--- config.mk ---
export PLATFORM = sky130hd
export DESIGN_NAME = tlb_top
export DESIGN_NICKNAME = d
export VERILOG_FILES = /design/src/rtl/tlb_pkg.sv /design/src/rtl/tlb_cam.sv /design/src/rtl/tlb_victim.sv /design/src/rtl/tlb_top.sv
export SDC_FILE = /design/constraint.sdc
export NUM_CORES = 2
export LEC_CHECK = 0
export BUFFER_PORTS_ARGS = -buffer_cell sky130_fd_sc_hd__buf_4
export CELL_PAD_IN_SITES_DETAIL_PLACEMENT = 0
export CELL_PAD_IN_SITES_GLOBAL_PLACEMENT = 2
export CORE_MARGIN = 5
export CORE_UTILIZATION = 30
export CTS_BUF_LIST = sky130_fd_sc_hd__clkbuf_4 sky130_fd_sc_hd__clkbuf_8 sky130_fd_sc_hd__clkbuf_16
export DETAILED_ROUTE_END_ITERATION = 10
export PLACE_DENSITY = 0.58
export SETUP_SLACK_MARGIN = 0.3
export SYNTH_ARGS = -nofsm -noshare
export SYNTH_HDL_FRONTEND = slang
export SYNTH_SLANG_ARGS = --single-unit
export TNS_END_PERCENT = 50
--- constraint.sdc ---
create_clock -name clk -period 8.3 [get_ports clk]
set_clock_uncertainty 0.1 [all_clocks]
set_input_delay 0.83 -clock clk [delete_from_list [all_inputs] [get_ports clk]]
set_output_delay 0.83 -clock clk [all_outputs]
set_load 0.02 [all_outputs]
--- src/rtl/tlb_pkg.sv ---
package tlb_pkg;

  // Permission bits kept with every entry.
  typedef struct packed {
    logic rd;
    logic wr;
    logic usr;
  } tlb_perm_t;

  // Returns 1 when an access of the given kind is allowed by perm.
  function automatic logic tlb_access_ok(input tlb_perm_t perm,
                                         input logic is_write,
                                         input logic user_mode);
    logic kind_ok;
    kind_ok = is_write ? perm.wr : perm.rd;
    return kind_ok & (~user_mode | perm.usr);
  endfunction

endpackage

--- src/rtl/tlb_cam.sv ---
module tlb_cam #(
  parameter int ENTRIES = 64,
  parameter int VPN_W   = 20,
  parameter int IDX_W   = $clog2(ENTRIES)
) (
  input  logic [VPN_W-1:0]   tags [ENTRIES],
  input  logic [ENTRIES-1:0] vld,
  input  logic [VPN_W-1:0]   key,
  output logic [ENTRIES-1:0] match,
  output logic               any,
  output logic [IDX_W-1:0]   idx
);

  // One comparator per entry, all in parallel.
  for (genvar g = 0; g < ENTRIES; g++) begin : g_cmp
    assign match[g] = vld[g] & (tags[g] == key);
  end

  assign any = |match;

  // At most one bit of match is set, so OR-ing the indices encodes it.
  always_comb begin
    idx = '0;
    for (int i = 0; i < ENTRIES; i++) begin
      if (match[i]) idx = idx | IDX_W'(i);
    end
  end

endmodule

--- src/rtl/tlb_victim.sv ---
module tlb_victim #(
  parameter int ENTRIES     = 64,
  parameter int IDX_W       = $clog2(ENTRIES),
  parameter bit REPL_RANDOM = 1'b0
) (
  input  logic             clk,
  input  logic             rst_n,
  input  logic             adv,
  input  logic             clr,
  output logic [IDX_W-1:0] victim
);

  localparam logic [IDX_W-1:0] LAST = IDX_W'(ENTRIES - 1);

  if (REPL_RANDOM) begin : g_rand
    localparam int          LW   = 16;
    localparam logic [LW-1:0] TAPS = 16'hB400;
    localparam logic [LW-1:0] SEED = 16'hACE1;

    logic [LW-1:0]  lfsr_q, lfsr_d;
    logic [IDX_W:0] raw;
    logic           unused_ctl;

    assign unused_ctl = adv ^ clr;

    always_comb begin
      lfsr_d = {1'b0, lfsr_q[LW-1:1]} ^ (lfsr_q[0] ? TAPS : '0);
    end

    always_ff @(posedge clk or negedge rst_n) begin
      if (!rst_n) lfsr_q <= SEED;
      else        lfsr_q <= lfsr_d;
    end

    // Fold the low bits back into range when ENTRIES is not a power of two.
    assign raw    = {1'b0, lfsr_q[IDX_W-1:0]};
    assign victim = (raw >= (IDX_W+1)'(ENTRIES)) ? IDX_W'(raw - (IDX_W+1)'(ENTRIES))
                                                 : raw[IDX_W-1:0];
  end else begin : g_fifo
    logic [IDX_W-1:0] ptr_q, ptr_d;
    logic             ptr_en;

    assign ptr_en = adv | clr;

    always_comb begin
      if (clr)               ptr_d = '0;
      else if (ptr_q == LAST) ptr_d = '0;
      else                   ptr_d = ptr_q + 1'b1;
    end

    always_ff @(posedge clk or negedge rst_n) begin
      if (!rst_n)      ptr_q <= '0;
      else if (ptr_en) ptr_q <= ptr_d;
    end

    assign victim = ptr_q;
  end

endmodule

--- src/rtl/tlb_top.sv ---
module tlb_top
  import tlb_pkg::*;
#(
  parameter int ENTRIES     = 64,
  parameter int VPN_W       = 20,
  parameter int PPN_W       = 20,
  parameter int OFF_W       = 12,
  parameter bit REPL_RANDOM = 1'b0
) (
  input  logic                   clk,
  input  logic                   rst_n,
  input  logic                   lk_valid,
  input  logic [VPN_W-1:0]       lk_vpn,
  input  logic [OFF_W-1:0]       lk_off,
  input  logic                   lk_write,
  input  logic                   lk_user,
  output logic                   lk_hit,
  output logic                   lk_miss,
  output logic                   lk_fault,
  output logic                   lk_dirty,
  output logic [PPN_W+OFF_W-1:0] lk_paddr,
  output logic                   walk_req,
  output logic [VPN_W-1:0]       walk_vpn,
  input  logic                   fill_valid,
  input  logic [VPN_W-1:0]       fill_vpn,
  input  logic [PPN_W-1:0]       fill_ppn,
  input  logic                   fill_rd,
  input  logic                   fill_wr,
  input  logic                   fill_usr,
  input  logic                   fill_dirty,
  input  logic                   flush
);

  localparam int IDX_W = $clog2(ENTRIES);

  // Entry storage, gathered from the per-entry registers below.
  logic [VPN_W-1:0]   tag_q [ENTRIES];
  logic [PPN_W-1:0]   ppn_q [ENTRIES];
  logic [ENTRIES-1:0] vld_q, dty_q;
  tlb_perm_t          perm_q [ENTRIES];

  // Lookup-side match.
  logic [ENTRIES-1:0] lk_match;
  logic               lk_any;
  logic [IDX_W-1:0]   lk_idx;

  tlb_cam #(.ENTRIES(ENTRIES), .VPN_W(VPN_W), .IDX_W(IDX_W)) u_cam_lk (
    .tags (tag_q),
    .vld  (vld_q),
    .key  (lk_vpn),
    .match(lk_match),
    .any  (lk_any),
    .idx  (lk_idx)
  );

  // Refill-side match, used to find an entry that already holds the page.
  logic [ENTRIES-1:0] fl_match;
  logic               fl_any;
  logic [IDX_W-1:0]   fl_idx;

  tlb_cam #(.ENTRIES(ENTRIES), .VPN_W(VPN_W), .IDX_W(IDX_W)) u_cam_fl (
    .tags (tag_q),
    .vld  (vld_q),
    .key  (fill_vpn),
    .match(fl_match),
    .any  (fl_any),
    .idx  (fl_idx)
  );

  logic unused_match;
  assign unused_match = ^{lk_match, fl_match};

  // Replacement.
  logic             fill_go, fill_new;
  logic [IDX_W-1:0] vic_idx, wr_idx;

  assign fill_go  = fill_valid & ~flush;
  assign fill_new = fill_go & ~fl_any;
  assign wr_idx   = fl_any ? fl_idx : vic_idx;

  tlb_victim #(.ENTRIES(ENTRIES), .IDX_W(IDX_W), .REPL_RANDOM(REPL_RANDOM)) u_victim (
    .clk   (clk),
    .rst_n (rst_n),
    .adv   (fill_new),
    .clr   (flush),
    .victim(vic_idx)
  );

  // Lookup result.
  tlb_perm_t        sel_perm;
  logic [PPN_W-1:0] sel_ppn;
  logic             sel_dty;
  logic             lk_ok;
  logic             dset;

  always_comb begin
    sel_perm = perm_q[lk_idx];
    sel_ppn  = ppn_q[lk_idx];
    sel_dty  = dty_q[lk_idx];
    lk_ok    = tlb_access_ok(sel_perm, lk_write, lk_user);
  end

  assign lk_hit   = lk_valid & lk_any;
  assign lk_miss  = lk_valid & ~lk_any;
  assign lk_fault = lk_hit & ~lk_ok;
  assign lk_dirty = lk_hit & sel_dty;
  assign lk_paddr = (lk_hit & lk_ok) ? {sel_ppn, lk_off} : '0;
  assign walk_req = lk_miss;
  assign walk_vpn = lk_miss ? lk_vpn : '0;

  // A permitted write to a clean page marks it modified.
  assign dset = lk_hit & lk_ok & lk_write & ~sel_dty & ~flush;

  // Per-entry state.
  for (genvar g = 0; g < ENTRIES; g++) begin : g_ent
    logic             we, dset_g;
    logic             vld_r, vld_d;
    logic             dty_r, dty_d;
    tlb_perm_t        perm_r, perm_d;
    logic             flg_en;
    logic [VPN_W-1:0] tag_r;
    logic [PPN_W-1:0] ppn_r;

    assign we     = fill_go & (wr_idx == IDX_W'(g));
    assign dset_g = dset & (lk_idx == IDX_W'(g));
    assign flg_en = we | dset_g;

    always_comb begin
      vld_d  = vld_r;
      dty_d  = dty_r;
      perm_d = perm_r;
      if (we) begin
        vld_d  = 1'b1;
        dty_d  = fill_dirty;
        perm_d = '{rd: fill_rd, wr: fill_wr, usr: fill_usr};
      end else if (dset_g) begin
        dty_d = 1'b1;
      end
      if (flush) vld_d = 1'b0;
    end

    always_ff @(posedge clk or negedge rst_n) begin
      if (!rst_n) vld_r <= 1'b0;
      else        vld_r <= vld_d;
    end

    always_ff @(posedge clk or negedge rst_n) begin
      if (!rst_n) begin
        dty_r  <= 1'b0;
        perm_r <= '0;
      end else if (flg_en) begin
        dty_r  <= dty_d;
        perm_r <= perm_d;
      end
    end

    // Datapath storage, qualified by the valid bit, needs no reset.
    always_ff @(posedge clk) begin
      if (we) begin
        tag_r <= fill_vpn;
        ppn_r <= fill_ppn;
      end
    end

    assign vld_q[g]  = vld_r;
    assign dty_q[g]  = dty_r;
    assign perm_q[g] = perm_r;
    assign tag_q[g]  = tag_r;
    assign ppn_q[g]  = ppn_r;
  end

endmodule

# After elaboration in Yosys (flattened, before gate mapping)
# Index checks and enable logic that the tools add are counted.
[totals] out_inout_bits=57 regBits=2886 in_bits=83
[op_classes] n_lt_le_gt_ge=2 n_reduce_logical=260 add_sub_neg=1 n_bitwise=340 eq_ne=255 n_mux=461
[ops] op="20-bit equality test" n=128
[ops] op="6-bit two-way mux" n=68
[ops] op="6-bit equality test (second input constant)" n=65
[ops] op="1-bit two-way mux" n=324
[ops] op="1-bit AND" n=267
[ops] op="2-bit AND reduction" n=128
[ops] op="2-bit nonzero test" n=128
[ops] op="6-bit by 5-bit equality test with 1-bit output (second input constant)" n=32
[ops] op="5-bit two-way mux" n=32
[ops] op="64-bit OR reduction" n=2
[ops] op="20-bit binary-select mux with 6-bit select" n=1
[ops] op="6-bit by 4-bit equality test with 1-bit output (second input constant)" n=16
[ops] op="1-bit bitwise OR" n=66
[ops] op="4-bit two-way mux" n=16
[ops] op="20-bit two-way mux" n=3
[ops] op="6-bit by 3-bit equality test with 1-bit output (second input constant)" n=8
[ops] op="32-bit two-way mux" n=1
[ops] op="3-bit two-way mux" n=10
[ops] op="6-bit by 2-bit equality test with 1-bit output (second input constant)" n=4
[ops] op="3-bit binary-select mux with 6-bit select" n=1
[ops] op="6-bit by 1-bit equality test with 1-bit output (second input constant)" n=2
[ops] op="6-bit logical NOT" n=2
[ops] op="2-bit two-way mux" n=4
[ops] op="7-bit >= comparator (second input constant)" n=1
[ops] op="other kinds (5)" n=10

# Depth between registers and ports, before layout
[depth] depth_word=79 ltp_mapped=25

# Hierarchy
# From an unflattened synthesis, not the netlist that was laid out.
[hier_totals] hier_cells=8702 hier_area_um2=133997.3
[by_module_without_submodules] mod="tlb_top" instances=1 cells_each=4700 seq_area_each_um2=84881.4 area_each_um2=102139.2
[by_module_without_submodules] mod="tlb_cam" instances=2 cells_each=1985 seq_area_each_um2=0.0 area_each_um2=15771.4
[by_module_without_submodules] mod="tlb_victim" instances=1 cells_each=32 seq_area_each_um2=150.1 area_each_um2=315.3

# Least setup slack after synthesis
# No wires, ideal clock.
[synth_path] path_kind="input to register" from="input fill_vpn[18]" to="register g_ent[56].perm_r[0] (netlist name)" n_path_buf=5 setup_time_ns=0.126 t_arrival_ns=6.327 setup_slack_ns=1.747 cell_stages=16 path_cell_list="buf_2 buf_2 buf_2 buf_2 xor2_1 nor4_1 a41oi_1 nand4_1 nor3_1 and3b_1 clkbuf_1 mux2i_1 nor2b_1 nand3_1 nor2_1 mux2_2"
[synth_via] elab_chain_cells=70 elab_cells_between_ends=197 classes_between="65 x eq/ne; 64 x mux; 66 x bitwise; 2 x reduce/logical"
[synth_rtl] element="from (decl)" line_no="tlb_top.sv:25" text="input logic [VPN_W-1:0] fill_vpn,"
[synth_rtl] element="20-bit equality test" line_no="tlb_cam.sv:16" text="assign match[g] = vld[g] & (tags[g] == key);"
[synth_rtl] element="1-bit AND" line_no="tlb_cam.sv:16"
[synth_rtl] element="1-bit two-way mux" line_no="tlb_cam.sv:25" text="if (match[i]) idx = idx | IDX_W'(i);"
[synth_rtl] element="2-bit two-way mux (2 in series)" line_no="tlb_cam.sv:25"
[synth_rtl] element="3-bit two-way mux (4 in series)" line_no="tlb_cam.sv:25"
[synth_rtl] element="4-bit two-way mux (8 in series)" line_no="tlb_cam.sv:25"
[synth_rtl] element="5-bit two-way mux (16 in series)" line_no="tlb_cam.sv:25"
[synth_rtl] element="6-bit two-way mux (32 in series)" line_no="tlb_cam.sv:25"
[synth_rtl] element="6-bit two-way mux (*)" line_no="tlb_top.sv:79" text="assign wr_idx = fl_any ? fl_idx : vic_idx;"
[synth_rtl] element="6-bit equality test (*)" line_no="tlb_top.sv:124" text="assign we = fill_go & (wr_idx == IDX_W'(g));"
[synth_rtl] element="1-bit AND (*)" line_no="tlb_top.sv:124"
[synth_rtl] element="named net g_ent[56].we" line_no="tlb_top.sv:116" text="logic we, dset_g;"
[synth_rtl] element="1-bit bitwise OR" line_no="tlb_top.sv:126" text="assign flg_en = we | dset_g;"
[synth_rtl] element="2-bit AND reduction (no line) (*)"
[synth_rtl] element="to (signal assigned)" line_no="tlb_top.sv:153" text="perm_r <= perm_d;"
[synth_rtl] element="to (decl)" line_no="tlb_top.sv:119" text="tlb_perm_t perm_r, perm_d;"
# The timed path passes the listed nets; every way through them passes the cells marked *.
# A chain may end at the register's enable or synchronous reset.

# Worst setup path after layout
[layout_path] from="input lk_vpn[17]" to="output lk_paddr[14]"
[layout_via] elab_chain_cells=73 elab_cells_between_ends=205 classes_between="64 x eq/ne; 71 x mux; 69 x bitwise; 1 x reduce/logical"
[layout_rtl] element="from (decl)" line_no="tlb_top.sv:13" text="input logic [VPN_W-1:0] lk_vpn,"
[layout_rtl] element="20-bit equality test" line_no="tlb_cam.sv:16"
[layout_rtl] element="1-bit AND" line_no="tlb_cam.sv:16"
[layout_rtl] element="1-bit two-way mux" line_no="tlb_cam.sv:25"
[layout_rtl] element="2-bit two-way mux (2 in series)" line_no="tlb_cam.sv:25"
[layout_rtl] element="3-bit two-way mux (4 in series)" line_no="tlb_cam.sv:25"
[layout_rtl] element="4-bit two-way mux (8 in series)" line_no="tlb_cam.sv:25"
[layout_rtl] element="5-bit two-way mux (16 in series)" line_no="tlb_cam.sv:25"
[layout_rtl] element="6-bit two-way mux (32 in series)" line_no="tlb_cam.sv:25"
[layout_rtl] element="6-bit inverter with 7-bit output (implied by the code)" line_no="tlb_top.sv:97, tlb_top.sv:98"
[layout_rtl] element="3-bit binary-select mux with 6-bit select" line_no="tlb_top.sv:97" text="sel_perm = perm_q[lk_idx];"
[layout_rtl] element="3-bit two-way mux (implied by the code) (2 in series)" line_no="tlb_top.sv:97"
[layout_rtl] element="1-bit two-way mux / 1-bit bitwise OR (equally long branches)" line_no="tlb_pkg.sv:15, tlb_pkg.sv:16"
[layout_rtl] element="1-bit AND" line_no="tlb_pkg.sv:16" text="return kind_ok & (~user_mode | perm.usr);"
[layout_rtl] element="1-bit AND" line_no="tlb_top.sv:107" text="assign lk_paddr = (lk_hit & lk_ok) ? {sel_ppn, lk_off} : '0;"
[layout_rtl] element="32-bit two-way mux (*)" line_no="tlb_top.sv:107"
[layout_rtl] element="to (decl)" line_no="tlb_top.sv:21" text="output logic [PPN_W+OFF_W-1:0] lk_paddr,"
# Every way passes the cells marked *; elsewhere a longest branch is shown, timed or not. The select of a mux whose other input is x is not followed.

==> out/summary.txt <==
max incr delay on CP - 0.64 ns
area leader, netlist - edfxtp_1
Slowest-stage cell, CP - o21ai_1
die height - 691 um
RR Startpoint - g_ent[59].tag_r[1]$_DFFE_PP_
min cycle time layout - 7.92 ns
first-pass GRT wire length - 807000 um
H-tree Lvls - 5
FFs w/ async S/R, synth - 11.3%
met1 WL - 258000 um
syn nets - 10859
maxcap violations - 0
Area contributors post-synth - edfxtp_1, xnor2_1, dfrtp_1
maximum clock rate - 126 MHz
Final Setup Violations - 0
die footprint - 478000 sq um
status - finished, final reports clean
vias per cell - 5.41
layout cells sized above 1 - 15.0%
Chip Width - 691 um
power per cell area - 205 nW/um^2
Area Growth Syn to Fin - 18.1%
#FFs+latches synth - 2886
most numerous cell in the Yosys netlist - edfxtp_1
Synth cell types - 81
top_reg_cell synth - edfxtp_1
initial antenna violation count - 40
r2r worst-path depth - 15
DRC - 0
Peak supply drop - 0.000175 V
Worst Hold Path EP - g_ent[31].tag_r[12]$_DFFE_PP_
routability cong. - 0.905
Worst Path Max Fanout - 29
Worst Hold Class - input port to flop
met3 WL - 36700 um
power after layout - 0.0337 W
Slew Viols, Final - 0
nets - 11386
Synth top cells by count - edfxtp_1, xnor2_1, nand2_1
CTS Root Cell - clkbuf_16
crit path DAT - 6.99 ns
worst-path cell chain - buf_6 > buf_6 > buf_4 > xnor2_1 > nand4_1 > nor4_1 > nand2_1 > nand3_1 > or4_4 > or2_4 > buf_12 > buf_4 > buf_4 > mux2i_1 > a21oi_1 > a211oi_1 > a21oi_1 > o21ai_1 > nor3_1 > buf_4 > buf_4
capturing point of the worst reg2reg path - g_ent[39].tag_r[19]$_DFFE_PP_
post-synthesis sequential area ratio - 61.1%
Worst path most repeated cell - buf_4
Post-Syn Area per Cell - 12.9 sq um
Slew @ Worst Pin - 1.16 ns
slew margin rel. - 21.3%
Antenna Violating Nets Remaining - 0
Core Box Area - 463000 sq um
Std-Cell Rows - 250
area of the multi-input gates - 51100 sq um
Max Root-Sink Buffers - 4
gr usage total - 23.8%
Critical Path Source Type - input port
setup ws final - 0.379 ns
number of global-route vias before repair - 95918
drt first pass iters - 6
Filler Cell Count - 45036
leakage - 54.8 nW
DR top layer - met5
Mapped Cells - 10775
Worst Hold Depth - 1
fin crit share - 95.4%
Starting Density - 30.1%
largest net degree at the start of global routing - 167
top-area cell type share of the netlist area - 55.2%
met2 routed WL - 271000 um
clk sinks - 2886
Via Count - 96159
HPWL Detailed - 376000 um
final WL - 590000 um
DR WL/cell - 33.2 um
CTS tree - done
Final Hold Viols - 0
hold_sp - fill_vpn[12]
unrepaired setup endpoints after global routing - no
insertion delay to the later sink of the worst-skew pair - 1.01 ns
Place WS - -0.397 ns
R2R Setup Slk - 1.90 ns
EDFF count, synth - 2560
crit path launch - lk_vpn[17]
CP required - 7.37 ns
CTS Buf Count - 348
CP Class - input port to output pin
clock transition at the registers of the reported paths - 0.06 ns
port bufs - 139
storage element area - 85000 sq um
total I/O pin count - 140
warnings from Yosys - 0
mapped cell area - 139000 sq um
GRT overflow - 0
DR iter-0 viols - 9634
Worst Setup End Kind - output pin
-- kinds of logic (layout without fill, tap and decap cells) --
kind of cell               count (synthesis)  after routing  share of synthesized area, %
and+or+nand+nor                         3238           3238                          12.1
DFF                                     2886           2886                          61.1
xor gates and xnor gates                2577           2577                          16.2
AOI/OAI and AO/OA                        828            828                          3.97
buffers and inverters                    706           1519                          2.54
muxes                                    539            539                          4.06
adders and majority gates                  1              1                       0.00899
other                                      0              8                             0
-- critical path, delay by kind of cell --
kind            cells  cell delay [ns]
buf+inv             8             2.33
mux                 1             0.24
simple gates        7             1.94
xor+xnor            1             0.21
compound gates      4             1.18
-- metrics by stage --
| stage | area, sq um | TNS, ns | utilization (%) | instances | hold slack, ns |
|---|---|---|---|---|---|
| floorplan | 139000 | 0 | - | 10775 | 0.341 |
| global placement | 153000 | -8.98 | 33.0 | 17110 | 0.359 |
| detailed placement | 153000 | -5.61 | 33.0 | 17110 | 0.363 |
| CTS | 164000 | 0 | 35.5 | 17752 | 0.0369 |
| global route | 164000 | 0 | 35.5 | 17764 | 0.0587 |
| finish | 164000 | 0 | 35.5 | 17770 | 0.0884 |
-- cell type report --
cell class,count,share of cell area [%]
well taps,6174,4.70
inverters,69,0.159
clock buffers,472,6.05
repair buffers,814,5.33
clock inverters,164,0.940
multi-input cells,7183,31.1
diodes,8,0.0122
flip-flops and latches,2886,51.7
-- timing repair --
| action | in CTS | in global routing |
|---|---|---|
| endpoints found under the hold margin | 67 | 0 |
| pin swaps | 3 | 3 |
| setup endpoints to repair | 32 | 19 |
| setup buffers | 4 | 10 |
| gates resized for setup | 14 | 6 |
| hold buffers | 2 | 0 |
-- state kept, by name (all words and copies together), names as in the netlist --
signal and flops:
g_ent.ppn_r 1280, g_ent.tag_r 1280, g_ent.perm_r 192, g_ent.dty_r 64, g_ent.vld_r 64, u_victim.victim 6
-- power breakdown --
part,total (W),switching [W],internal [W]
combinational,0.00218,0.00151,0.000670
sequential,0.0159,0.0000323,0.0159
clock,0.0156,0.00639,0.00920
-- metal layers --
layer  GRT usage [%]  vias to the layer above
met2            38.4                     3921
met3            3.37                      951
met4            8.15                       20
met5               0                        -
li1                -                    40816
met1            32.8                    50451
-- worst max path at each step --
stage / endpoint / cells past startpoint
CTS: lk_paddr[22] / 25
floorplan: g_ent[56].perm_r[0]$_DFFE_PN0P_ / 16
detailed placement: lk_paddr[22] / 21
global placement: lk_paddr[22] / 21
finish: lk_paddr[14] / 21
global route: lk_paddr[14] / 20
-- placed cells by master (no fill, tap or decap), types with 40 or more instances in the layout --
master     synthesis  layout
a211oi_1         184     184
a21o_1            65      65
a21oi_1          215     215
a22oi_1           93      87
a31oi_1           75      75
and3_1           301     297
buf_12             0     194
buf_4             80     576
clkbuf_16          0     359
clkbuf_4           0      94
clkinv_1           0      53
clkinv_2           0      59
dfrtp_1          326     326
edfxtp_1        2560    2560
inv_1             68      40
mux2_2           197     197
mux2i_1          339     338
nand2_1         1097    1096
nand3_1          403     401
nand4_1          699     699
nor2_1           177     140
nor4_1           314     307
o21ai_0           58      52
o22ai_1           41      40
xnor2_1         1920    1920
xor2_1           656     656
Note: power is estimated with default switching activity, not from simulation.
